<file path="src/rtl/rtcnt_pkg.sv">
package rtcnt_pkg;

   typedef enum logic [2:0] {
      RATE_12M   = 3'd0,
      RATE_13M   = 3'd1,
      RATE_19M2  = 3'd2,
      RATE_20M   = 3'd3,
      RATE_26M   = 3'd4,
      RATE_27M   = 3'd5,
      RATE_38M4  = 3'd6,
      RATE_OTHER = 3'd7
   } rate_e;

   localparam logic [2:0] ADDR_CNT_LO = 3'd0;
   localparam logic [2:0] ADDR_CNT_HI = 3'd1;
   localparam logic [2:0] ADDR_NUM    = 3'd2;
   localparam logic [2:0] ADDR_DEN    = 3'd3;
   localparam logic [2:0] ADDR_CTRL   = 3'd4;

   localparam int DEF_NUM = 4;
   localparam int DEF_DEN = 25;
   localparam int FB_NUM  = 75;
   localparam int FB_DEN  = 244;

endpackage

</file>
<file path="src/rtl/rtcnt_ratio_sel.sv">
module rtcnt_ratio_sel
   import rtcnt_pkg::*;
#(
   parameter int NUM_W = 16,
   parameter int DEN_W = 16
) (
   input  logic [2:0]       rate_sel,
   input  logic [1:0]       strap,
   output logic [NUM_W-1:0] preset_num,
   output logic [DEN_W-1:0] preset_den
);

   always_comb begin
      if (strap != 2'b00) begin
         preset_num = NUM_W'(FB_NUM);
         preset_den = DEN_W'(FB_DEN);
      end else begin
         case (rate_e'(rate_sel))
            RATE_12M:  begin preset_num = NUM_W'(64);  preset_den = DEN_W'(125);  end
            RATE_13M:  begin preset_num = NUM_W'(768); preset_den = DEN_W'(1625); end
            RATE_19M2: begin preset_num = NUM_W'(8);   preset_den = DEN_W'(25);   end
            RATE_20M:  begin preset_num = NUM_W'(192); preset_den = DEN_W'(625);  end
            RATE_26M:  begin preset_num = NUM_W'(384); preset_den = DEN_W'(1625); end
            RATE_27M:  begin preset_num = NUM_W'(256); preset_den = DEN_W'(1125); end
            default:   begin preset_num = NUM_W'(DEF_NUM); preset_den = DEN_W'(DEF_DEN); end
         endcase
      end
   end

endmodule

</file>
<file path="src/rtl/rtcnt_frac_acc.sv">
module rtcnt_frac_acc #(
   parameter int NUM_W     = 16,
   parameter int DEN_W     = 16,
   parameter int ACC_W     = 18,
   parameter int MAX_CARRY = 4,
   parameter int CW        = 3
) (
   input  logic [ACC_W-1:0] acc_q,
   input  logic [NUM_W-1:0] num,
   input  logic [DEN_W-1:0] den,
   output logic [ACC_W-1:0] acc_d,
   output logic [CW-1:0]    carries
);

   logic [ACC_W-1:0]     stage [MAX_CARRY+1];
   logic [MAX_CARRY-1:0] hit;

   assign stage[0] = acc_q + ACC_W'(num);

   for (genvar i = 0; i < MAX_CARRY; i++) begin : g_carry
      assign hit[i]       = (den != '0) && (stage[i] >= ACC_W'(den));
      assign stage[i+1]   = hit[i] ? (stage[i] - ACC_W'(den)) : stage[i];
   end

   assign acc_d = stage[MAX_CARRY];

   always_comb begin
      carries = '0;
      for (int k = 0; k < MAX_CARRY; k++) begin
         carries = carries + CW'(hit[k]);
      end
   end

endmodule

</file>
<file path="src/rtl/rtcnt_regs.sv">
module rtcnt_regs
   import rtcnt_pkg::*;
#(
   parameter int CNT_W = 64,
   parameter int NUM_W = 16,
   parameter int DEN_W = 16
) (
   input  logic             clk,
   input  logic             rst,
   input  logic             wr_en,
   input  logic             rd_en,
   input  logic [2:0]       addr,
   input  logic [31:0]      wdata,
   input  logic [CNT_W-1:0] count,
   input  logic [NUM_W-1:0] preset_num,
   input  logic [DEN_W-1:0] preset_den,
   output logic [NUM_W-1:0] num_q,
   output logic [DEN_W-1:0] den_q,
   output logic             err_q,
   output logic             ratio_wr,
   output logic [31:0]      rdata
);

   localparam int AUX_W = 32 - NUM_W;

   logic [AUX_W-1:0] aux_q;
   logic [31:0]      hi_q;
   logic             wr_num, wr_den, wr_ctrl;

   assign wr_num   = wr_en && (addr == ADDR_NUM);
   assign wr_den   = wr_en && (addr == ADDR_DEN);
   assign wr_ctrl  = wr_en && (addr == ADDR_CTRL);
   assign ratio_wr = wr_num || wr_den || (wr_ctrl && wdata[0]);

   always_ff @(posedge clk) begin
      if (rst) begin
         num_q <= NUM_W'(DEF_NUM);
         den_q <= DEN_W'(DEF_DEN);
         err_q <= 1'b0;
         aux_q <= '0;
         hi_q  <= '0;
      end else begin
         if (wr_num) begin
            num_q <= wdata[NUM_W-1:0];
         end
         if (wr_den) begin
            den_q <= wdata[DEN_W-1:0];
            err_q <= (wdata[DEN_W-1:0] == '0);
         end
         if (wr_ctrl) begin
            aux_q <= wdata[31:NUM_W];
            if (wdata[0]) begin
               num_q <= preset_num;
               den_q <= preset_den;
               err_q <= 1'b0;
            end
         end
         if (rd_en && (addr == ADDR_CNT_LO)) begin
            hi_q <= count[63:32];
         end
      end
   end

   always_comb begin
      case (addr)
         ADDR_CNT_LO: rdata = count[31:0];
         ADDR_CNT_HI: rdata = hi_q;
         ADDR_NUM:    rdata = {aux_q, num_q};
         ADDR_DEN:    rdata = 32'(den_q);
         ADDR_CTRL:   rdata = {aux_q, {(NUM_W-1){1'b0}}, err_q};
         default:     rdata = '0;
      endcase
   end

   // a numerator write leaves the auxiliary field alone
   p_num_keeps_aux_r6: assert property (@(posedge clk) disable iff (rst)
      wr_num |=> (aux_q == $past(aux_q)));

   // a zero denominator raises the error flag
   p_den_zero_err_r7: assert property (@(posedge clk) disable iff (rst)
      (wr_den && (wdata[DEN_W-1:0] == '0)) |=> err_q);

endmodule

</file>
<file path="src/rtl/rtcnt_top.sv">
module rtcnt_top #(
   parameter int          CNT_W      = 64,
   parameter int          NUM_W      = 16,
   parameter int          DEN_W      = 16,
   parameter int          MAX_CARRY  = 4,
   parameter int          COARSE_W   = 48,
   parameter logic [63:0] TICK_GAIN  = 64'd375,
   parameter int          TICK_SHIFT = 1
) (
   input  logic        clk,
   input  logic        rst,
   input  logic [2:0]  rate_sel,
   input  logic [1:0]  strap,
   input  logic        coarse_tick,
   input  logic        wr_en,
   input  logic        rd_en,
   input  logic [2:0]  addr,
   input  logic [31:0] wdata,
   output logic [31:0] rdata,
   output logic        err
);

   localparam int ACC_W = ((NUM_W > DEN_W) ? NUM_W : DEN_W) + 2;
   localparam int CW    = $clog2(MAX_CARRY + 1);
   localparam int PW    = CNT_W + TICK_SHIFT;

   if (CNT_W != 64) begin : g_bad_cnt
      $error("rtcnt_top: CNT_W must be 64");
   end
   if (NUM_W < 11 || NUM_W > 31) begin : g_bad_num
      $error("rtcnt_top: NUM_W must be 11..31");
   end
   if (DEN_W < 11 || DEN_W > 32) begin : g_bad_den
      $error("rtcnt_top: DEN_W must be 11..32");
   end
   if (MAX_CARRY < 1) begin : g_bad_carry
      $error("rtcnt_top: MAX_CARRY must be at least 1");
   end
   if (COARSE_W < 1 || COARSE_W > CNT_W) begin : g_bad_coarse
      $error("rtcnt_top: COARSE_W must be 1..CNT_W");
   end

   logic [CNT_W-1:0]    count_q, snap;
   logic [ACC_W-1:0]    acc_q, acc_d;
   logic [COARSE_W-1:0] coarse_q, coarse_next;
   logic [NUM_W-1:0]    num_q, preset_num;
   logic [DEN_W-1:0]    den_q, preset_den;
   logic [CW-1:0]       carries;
   logic                err_q, ratio_wr;

   rtcnt_ratio_sel #(.NUM_W(NUM_W), .DEN_W(DEN_W)) u_sel (
      .rate_sel   (rate_sel),
      .strap      (strap),
      .preset_num (preset_num),
      .preset_den (preset_den)
   );

   rtcnt_frac_acc #(
      .NUM_W(NUM_W), .DEN_W(DEN_W), .ACC_W(ACC_W),
      .MAX_CARRY(MAX_CARRY), .CW(CW)
   ) u_acc (
      .acc_q   (acc_q),
      .num     (num_q),
      .den     (den_q),
      .acc_d   (acc_d),
      .carries (carries)
   );

   rtcnt_regs #(.CNT_W(CNT_W), .NUM_W(NUM_W), .DEN_W(DEN_W)) u_regs (
      .clk        (clk),
      .rst        (rst),
      .wr_en      (wr_en),
      .rd_en      (rd_en),
      .addr       (addr),
      .wdata      (wdata),
      .count      (count_q),
      .preset_num (preset_num),
      .preset_den (preset_den),
      .num_q      (num_q),
      .den_q      (den_q),
      .err_q      (err_q),
      .ratio_wr   (ratio_wr),
      .rdata      (rdata)
   );

   assign coarse_next = coarse_q + COARSE_W'(1);

   always_comb begin
      snap = CNT_W'((PW'(coarse_next) * PW'(TICK_GAIN)) >> TICK_SHIFT);
   end

   always_ff @(posedge clk) begin
      if (rst) begin
         count_q  <= '0;
         acc_q    <= '0;
         coarse_q <= '0;
      end else if (ratio_wr) begin
         acc_q <= '0;
      end else if (err_q) begin
         acc_q <= acc_q;
      end else if (coarse_tick) begin
         coarse_q <= coarse_next;
         count_q  <= snap;
         acc_q    <= '0;
      end else begin
         count_q <= count_q + CNT_W'(carries);
         acc_q   <= acc_d;
      end
   end

   assign err = err_q;

   // while in error and without a ratio write, the count is frozen
   p_err_hold_r7: assert property (@(posedge clk) disable iff (rst)
      (err_q && !ratio_wr) |=> (count_q == $past(count_q)));

   // a ratio write holds the count at its own edge
   p_write_holds_r8: assert property (@(posedge clk) disable iff (rst)
      ratio_wr |=> (count_q == $past(count_q)));

   // the remainder stays below the denominator whenever the ratio is valid
   p_acc_below_den_r2: assert property (@(posedge clk) disable iff (rst)
      !err_q |-> (acc_q < ACC_W'(den_q)));

   // one plain cycle never adds more than MAX_CARRY counts
   p_step_bound_r2: assert property (@(posedge clk) disable iff (rst)
      (!err_q && !ratio_wr && !coarse_tick) |=>
         ((count_q - $past(count_q)) <= CNT_W'(MAX_CARRY)));

endmodule

</file>
<file path="config.mk">
export PLATFORM = sky130hd
export DESIGN_NAME = rtcnt_top
export DESIGN_NICKNAME = d
export VERILOG_FILES = /design/src/rtl/rtcnt_pkg.sv /design/src/rtl/rtcnt_ratio_sel.sv /design/src/rtl/rtcnt_frac_acc.sv /design/src/rtl/rtcnt_regs.sv /design/src/rtl/rtcnt_top.sv
export SDC_FILE = /design/constraint.sdc
export NUM_CORES = 2
export LEC_CHECK = 0
export ABC_AREA = 1
export CELL_PAD_IN_SITES_DETAIL_PLACEMENT = 1
export CELL_PAD_IN_SITES_GLOBAL_PLACEMENT = 2
export CORE_MARGIN = 5
export CORE_UTILIZATION = 38
export DETAILED_ROUTE_END_ITERATION = 10
export PLACE_DENSITY = 0.88
export SYNTH_ARGS = -nofsm -noshare
export SYNTH_HDL_FRONTEND = slang
export SYNTH_SLANG_ARGS = --single-unit
export TNS_END_PERCENT = 10
</file>
<file path="constraint.sdc">
create_clock -name clk -period 14.6 [get_ports clk]
set_clock_uncertainty 0.2 [all_clocks]
set_input_delay 1.46 -clock clk [delete_from_list [all_inputs] [get_ports clk]]
set_output_delay 1.46 -clock clk [all_outputs]
set_load 0.01 [all_outputs]
</file>
Word-level counts from Yosys, hierarchy flattened
Cells that the tools add are included.
{"block": "totals", "output_inout_bits": 33, "regBits": 211, "input_bits": 45}
{"block": "op_classes", "addsub": 10, "n_reduce_logical": 20, "n_mux": 20, "n_lt_le_gt_ge": 4, "n_eq_ne": 9, "mul": 1, "bitwise": 2}
{"op": "32-bit case mux with 5 select lines", "n": 1}
{"op": "16-bit 2-to-1 mux", "n": 8}
{"op": "18-bit 2-to-1 mux", "n": 5}
{"op": "18-bit by 16-bit greater-or-equal comparator with 1-bit output", "n": 4}
{"op": "18-bit by 16-bit subtractor with 18-bit output", "n": 4}
{"op": "64-bit by 3-bit adder with 64-bit output", "n": 1}
{"op": "64-bit 2-to-1 mux", "n": 1}
{"op": "10-bit case mux with 6 select lines", "n": 1}
{"op": "48-bit by 9-bit multiplier with 57-bit output (second input constant)", "n": 1}
{"op": "48-bit by 1-bit adder with 48-bit output (second input constant)", "n": 1}
{"op": "11-bit case mux with 4 select lines", "n": 1}
{"op": "18-bit by 16-bit adder with 18-bit output", "n": 1}
{"op": "16-bit zero test", "n": 1}
{"op": "16-bit nonzero test", "n": 1}
{"op": "3-bit by 2-bit == test with 1-bit output (second input constant)", "n": 4}
{"op": "3-bit == test (second input constant)", "n": 3}
{"op": "1-bit logical AND", "n": 9}
{"op": "3-bit by 1-bit adder with 3-bit output", "n": 2}
{"op": "3-bit by 1-bit == test with 1-bit output (second input constant)", "n": 2}
{"op": "3-bit zero test", "n": 2}
{"op": "2-bit OR reduction", "n": 2}
{"op": "1-bit 2-to-1 mux", "n": 3}
{"op": "3-bit AND reduction", "n": 1}
{"op": "1-bit by 1-bit adder with 2-bit output", "n": 1}
{"op": "other kinds (4)", "n": 6}

Longest topological paths before layout
{"block": "depth", "ltp_word": 15, "mapped_depth": 98}

Modules after synthesis
From an unflattened synthesis, not the netlist that was laid out.
{"block": "hier_totals", "cells_unflattened": 4793, "area_unflattened_um2": 30042.6}
{"module": "rtcnt_top", "cells_per_inst": 3196, "n_inst": 1, "area_each_um2": 20473.4}
{"module": "rtcnt_frac_acc", "cells_per_inst": 859, "n_inst": 1, "area_each_um2": 4998.5}
{"module": "rtcnt_regs", "cells_per_inst": 689, "n_inst": 1, "area_each_um2": 4275.4}
{"module": "rtcnt_ratio_sel", "cells_per_inst": 49, "n_inst": 1, "area_each_um2": 295.3}

Worst setup path after synthesis
OpenSTA, ideal clock, no wires.
{"block": "synth_path", "kind": "reg2reg", "from": "register acc_q[0]", "to": "register count_q[32]", "required_time_ps": 14281, "stages_incl_launch_ff": 96, "setup_slack_ps": 1226, "path_buffers": 5, "arrival_ps": 13055, "setup_time_ps": 119, "cell_sequence": "dfxtp_1 ha_1 fa_1 nand3_1 nand2_1 a31oi_1 nand2_1 o211ai_1 nand3_1 xor2_1 ha_1 nand2_1 inv_1 and3_1 nand3_1 nand2_1 a21oi_1 nand3_4 (+60 left out) nand3_1 nor2_1 nand2_1 nor3_1 nand3_1 nor2_1 nand2_1 nor2_1 nand3_1 nor2_1 inv_1 nor2_1 nand4_1 nor2_2 nand3_1 xor2_1 o21ai_1 a21oi_1"}
{"block": "synth_between", "elab_chain_cells": 15, "elab_cells_between_ends": 20, "classes_between": "add/sub (8); order compare (4); mux (4); reduce/logical (4)"}
{"item": "start: declaration", "line_no": "rtcnt_top.sv:44", "rtl": "logic [ACC_W-1:0] acc_q, acc_d;"}
{"item": "start signal: assignment", "line_no": "rtcnt_top.sv:100", "rtl": "acc_q <= acc_q;"}
{"item": "18-bit by 16-bit adder with 18-bit output (*)", "line_no": "rtcnt_frac_acc.sv:18", "rtl": "assign stage[0] = acc_q + ACC_W'(num);"}
{"item": "18-bit by 16-bit greater-or-equal comparator with 1-bit output", "line_no": "rtcnt_frac_acc.sv:21", "rtl": "assign hit[i] = (den != '0) && (stage[i] >= ACC_W'(den));"}
{"item": "1-bit logical AND", "line_no": "rtcnt_frac_acc.sv:21"}
{"item": "18-bit 2-to-1 mux", "line_no": "rtcnt_frac_acc.sv:22", "rtl": "assign stage[i+1] = hit[i] ? (stage[i] - ACC_W'(den)) : stage[i];"}
{"item": "18-bit by 16-bit greater-or-equal comparator with 1-bit output", "line_no": "rtcnt_frac_acc.sv:21"}
{"item": "1-bit logical AND", "line_no": "rtcnt_frac_acc.sv:21"}
{"item": "18-bit 2-to-1 mux", "line_no": "rtcnt_frac_acc.sv:22"}
{"item": "18-bit by 16-bit greater-or-equal comparator with 1-bit output", "line_no": "rtcnt_frac_acc.sv:21"}
{"item": "1-bit logical AND", "line_no": "rtcnt_frac_acc.sv:21"}
{"item": "18-bit 2-to-1 mux", "line_no": "rtcnt_frac_acc.sv:22"}
{"item": "18-bit by 16-bit greater-or-equal comparator with 1-bit output", "line_no": "rtcnt_frac_acc.sv:21"}
{"item": "1-bit logical AND", "line_no": "rtcnt_frac_acc.sv:21"}
{"item": "3-bit by 1-bit adder with 3-bit output (*)", "line_no": "rtcnt_frac_acc.sv:30", "rtl": "carries = carries + CW'(hit[k]);"}
{"item": "64-bit by 3-bit adder with 64-bit output (*)", "line_no": "rtcnt_top.sv:106", "rtl": "count_q <= count_q + CNT_W'(carries);"}
{"item": "64-bit 2-to-1 mux (*)", "line_no": "rtcnt_top.sv:101", "rtl": "end else if (coarse_tick) begin"}
{"item": "end signal: assignment", "line_no": "rtcnt_top.sv:103", "rtl": "count_q <= snap;"}
{"item": "end signal: assignment", "line_no": "rtcnt_top.sv:106"}
{"item": "end: declaration", "line_no": "rtcnt_top.sv:43", "rtl": "logic [CNT_W-1:0] count_q, snap;"}
Mark *: on every way between the ends. The rest lies on a longest branch, timed or not.
A chain may end at the register's enable or synchronous reset.

Final worst setup path
Same ends and word-level chain as after synthesis.

==> impl_metrics.yaml <==
global_route:
  grt_util_all_layers: 0.237
  grt_max_degree: 70
  antenna_found_initial: 1
  overflow: 0
  grt_pass1_vias: 25712
  grt_pass1_wl_um: 142000
clock_tree:
  hold_buffers: 0
  numCtsBuffers: 28
  htreeDepth: 1
  cts_buffer_depth: 3
  cts_tree: "yes"
  insertion_delay_ns: 0.60
  clkTransAtPathRegs_ns: 0.06
  cts.root.buffer_cell: "clkbuf_16"
  clkSinkCount: 211
route:
  ant_nets: 0
  routed_wl_um: 88300
  vias_per_cell: 5.37
  drc: 0
  vias: 24138
  drt-wirelength-per-cell_um: 19.6
  dr.pass1.iters: 6
  drt_first_iter_violations: 1291
die:
  start_util: 0.384
  rows: 95
  core_um2: 67400
  io_pins: 78
  die_area_um2: 73500
  die_y_um: 271
  die_w_um: 271
run_status:
  outcome: "completed"
sta:
  finalHoldViolCount: 0
  max_slew_margin: 0.218
  worst_slew_pin_slew_ns: 1.17
  max_freq_mhz: 73.8
  fin_crit_ns: 13.55
  fin_crit_sh: 0.928
  slew_viol_final: 0
  setup-violations-final: 0
worst_setup_path:
  timing.critical_path.buf_inv: 9
  start_kind: "register"
  startpoint: "acc_q[0]$_SDFFE_PP0N_"
  cp_slowest_cell: "fa_1"
  critical_path_class: "register to register"
  cp_data_arrival_time_ns: 13.83
  path_common_cell: "nand2_1"
  reg2reg_from: "acc_q[0]$_SDFFE_PP0N_"
  cp-end-kind: "register"
  crit_path_max_fanout: 16
  crit_family: "simple AND/OR/NAND/NOR gates"
  worstPathRequired_ns: 14.89
  critPathMaxStageDelay_ns: 0.48
placement:
  place_area_um2: 27700
  numPortBuffers: 77
  hpwl_um: 71800
  gp_congestion: 0.890
finish:
  multi_input_area_um2: 19000
  postLayoutCellArea_um2: 29000
  seq_area_um2: 4220
  postLayoutCoreUtil: 0.430
  fillers: 8465
  syn_to_final_growth_pct: 11.8
  drive_gt1_frac: 0.0646
  final_nets: 4133
  antenna_cells: 0
yosys:
  ys_seq_area_frac: 0.163
  synth_top_cell_by_area: "fa_1"
  syn_area_um2: 25900
  yosys_most_used_dff: "dfxtp_1"
  async_flop_share: 0
  synth_area_leaders: "fa_1 18%, dfxtp_1 16%, ha_1 12%"
  synth_nets: 4069
  synth.most_common_cell: "inv_1"
  syn_inst: 3539
  avgSynthCellArea_um2: 7.32
  synth-edff-count: 0
  synth_cell_types: 62
  synth_top_area_share: 0.181
  yosys_register_bits: 211
  synth_common_cells: "661 x inv_1, 578 x nand2_1, 285 x a21oi_1, 260 x o21ai_0, 251 x ha_1"
  ys_warn_count: 0
run:
  drv_cap: 0
hold_path:
  min_from: "u_regs.hi_q[16]$_SDFFE_PP0P_"
  hold_path.class: "register to register"
worst min-delay path, stage by stage, from the launching register on:
cell     delay [ns]
dfxtp_1        0.30
inv_1          0.06
a21oi_1        0.06
registers in the layout, indices dropped and copies added (netlist names):
signal / count
coarse_q: 48
u_regs.err_q: 1
u_regs.aux_q: 16
acc_q: 18
u_regs.num_q: 16
u_regs.hi_q: 32
u_regs.den_q: 16
count_q: 64
final timing paths:
check        slack, ns  cells past startpoint                           end
min               0.26                      2  u_regs.hi_q[16]$_SDFFE_PP0P_
max               1.05                     89      count_q[32]$_SDFFE_PP0P_
min reg2reg       0.26                      2  u_regs.hi_q[16]$_SDFFE_PP0P_
max reg2reg       1.05                     89      count_q[32]$_SDFFE_PP0P_
final cells by class:
class	instances	area share
Sequential cell	211	0.146
Clock buffer	39	0.0284
Clock inverter	12	0.00531
Inverter	671	0.0872
Timing Repair Buffer	125	0.0390
Tap cell	873	0.0377
Multi-Input combinational cell	2566	0.657
per-stage QoR:
stage               setup WS, ns  TNS, ns  hold WS [ns]  std cells
floorplan                   1.23        0         0.229       3539
global placement           0.246        0         0.243       4435
detailed placement        -0.108   -0.108         0.250       4435
CTS                       0.0817        0         0.264       4486
global route             -0.0718  -0.0718         0.285       4497
finish                      1.05        0         0.261       4497
cells in the final DEF (no fill, tap or decap), drive strengths merged, types with 14 or more instances in the layout:
| cell | count |
|---|---|
| nor3 | 64 |
| a31oi | 37 |
| nand3 | 152 |
| a211oi | 14 |
| nor2 | 226 |
| a221oi | 38 |
| clkbuf | 39 |
| buf | 50 |
| o21ai | 271 |
| nor4 | 49 |
| a21oi | 296 |
| o22ai | 39 |
| fa | 234 |
| ha | 251 |
| nand2 | 611 |
| clkdlybuf4s50 | 75 |
| o221ai | 15 |
| xor2 | 103 |
| xnor2 | 45 |
| o211ai | 18 |
| nand4 | 31 |
| inv | 668 |
| dfxtp | 211 |
timing repair:
item / 4_1_cts / 5_1_grt
buffers inserted: 0 / 9
pin swaps: 0 / 15
gates resized for setup: 7 / 50
cloned: 0 / 2
setup endpoints to repair: 5 / 48
layer usage:
metal  part of all wire  track usage  up-vias
met5            0.00015            0        -
met4              0.030       0.0621        2
met3              0.030       0.0176      130
met2               0.51        0.441      347
met1               0.43        0.294    11894
li1                   -            -    11765
cells by family after synthesis:
| family | after synthesis | synth area share |
|---|---|---|
| AOI/OAI and AO/OA | 770 | 0.170 |
| xor gates and xnor gates | 148 | 0.0500 |
| adders and majority gates | 485 | 0.302 |
| buffers and inverters | 764 | 0.112 |
| DFF | 211 | 0.163 |
| and+or+nand+nor | 1161 | 0.203 |
Power is not shown: default switching activity piles up to over one toggle a cycle in this logic, so the estimate is an artifact.
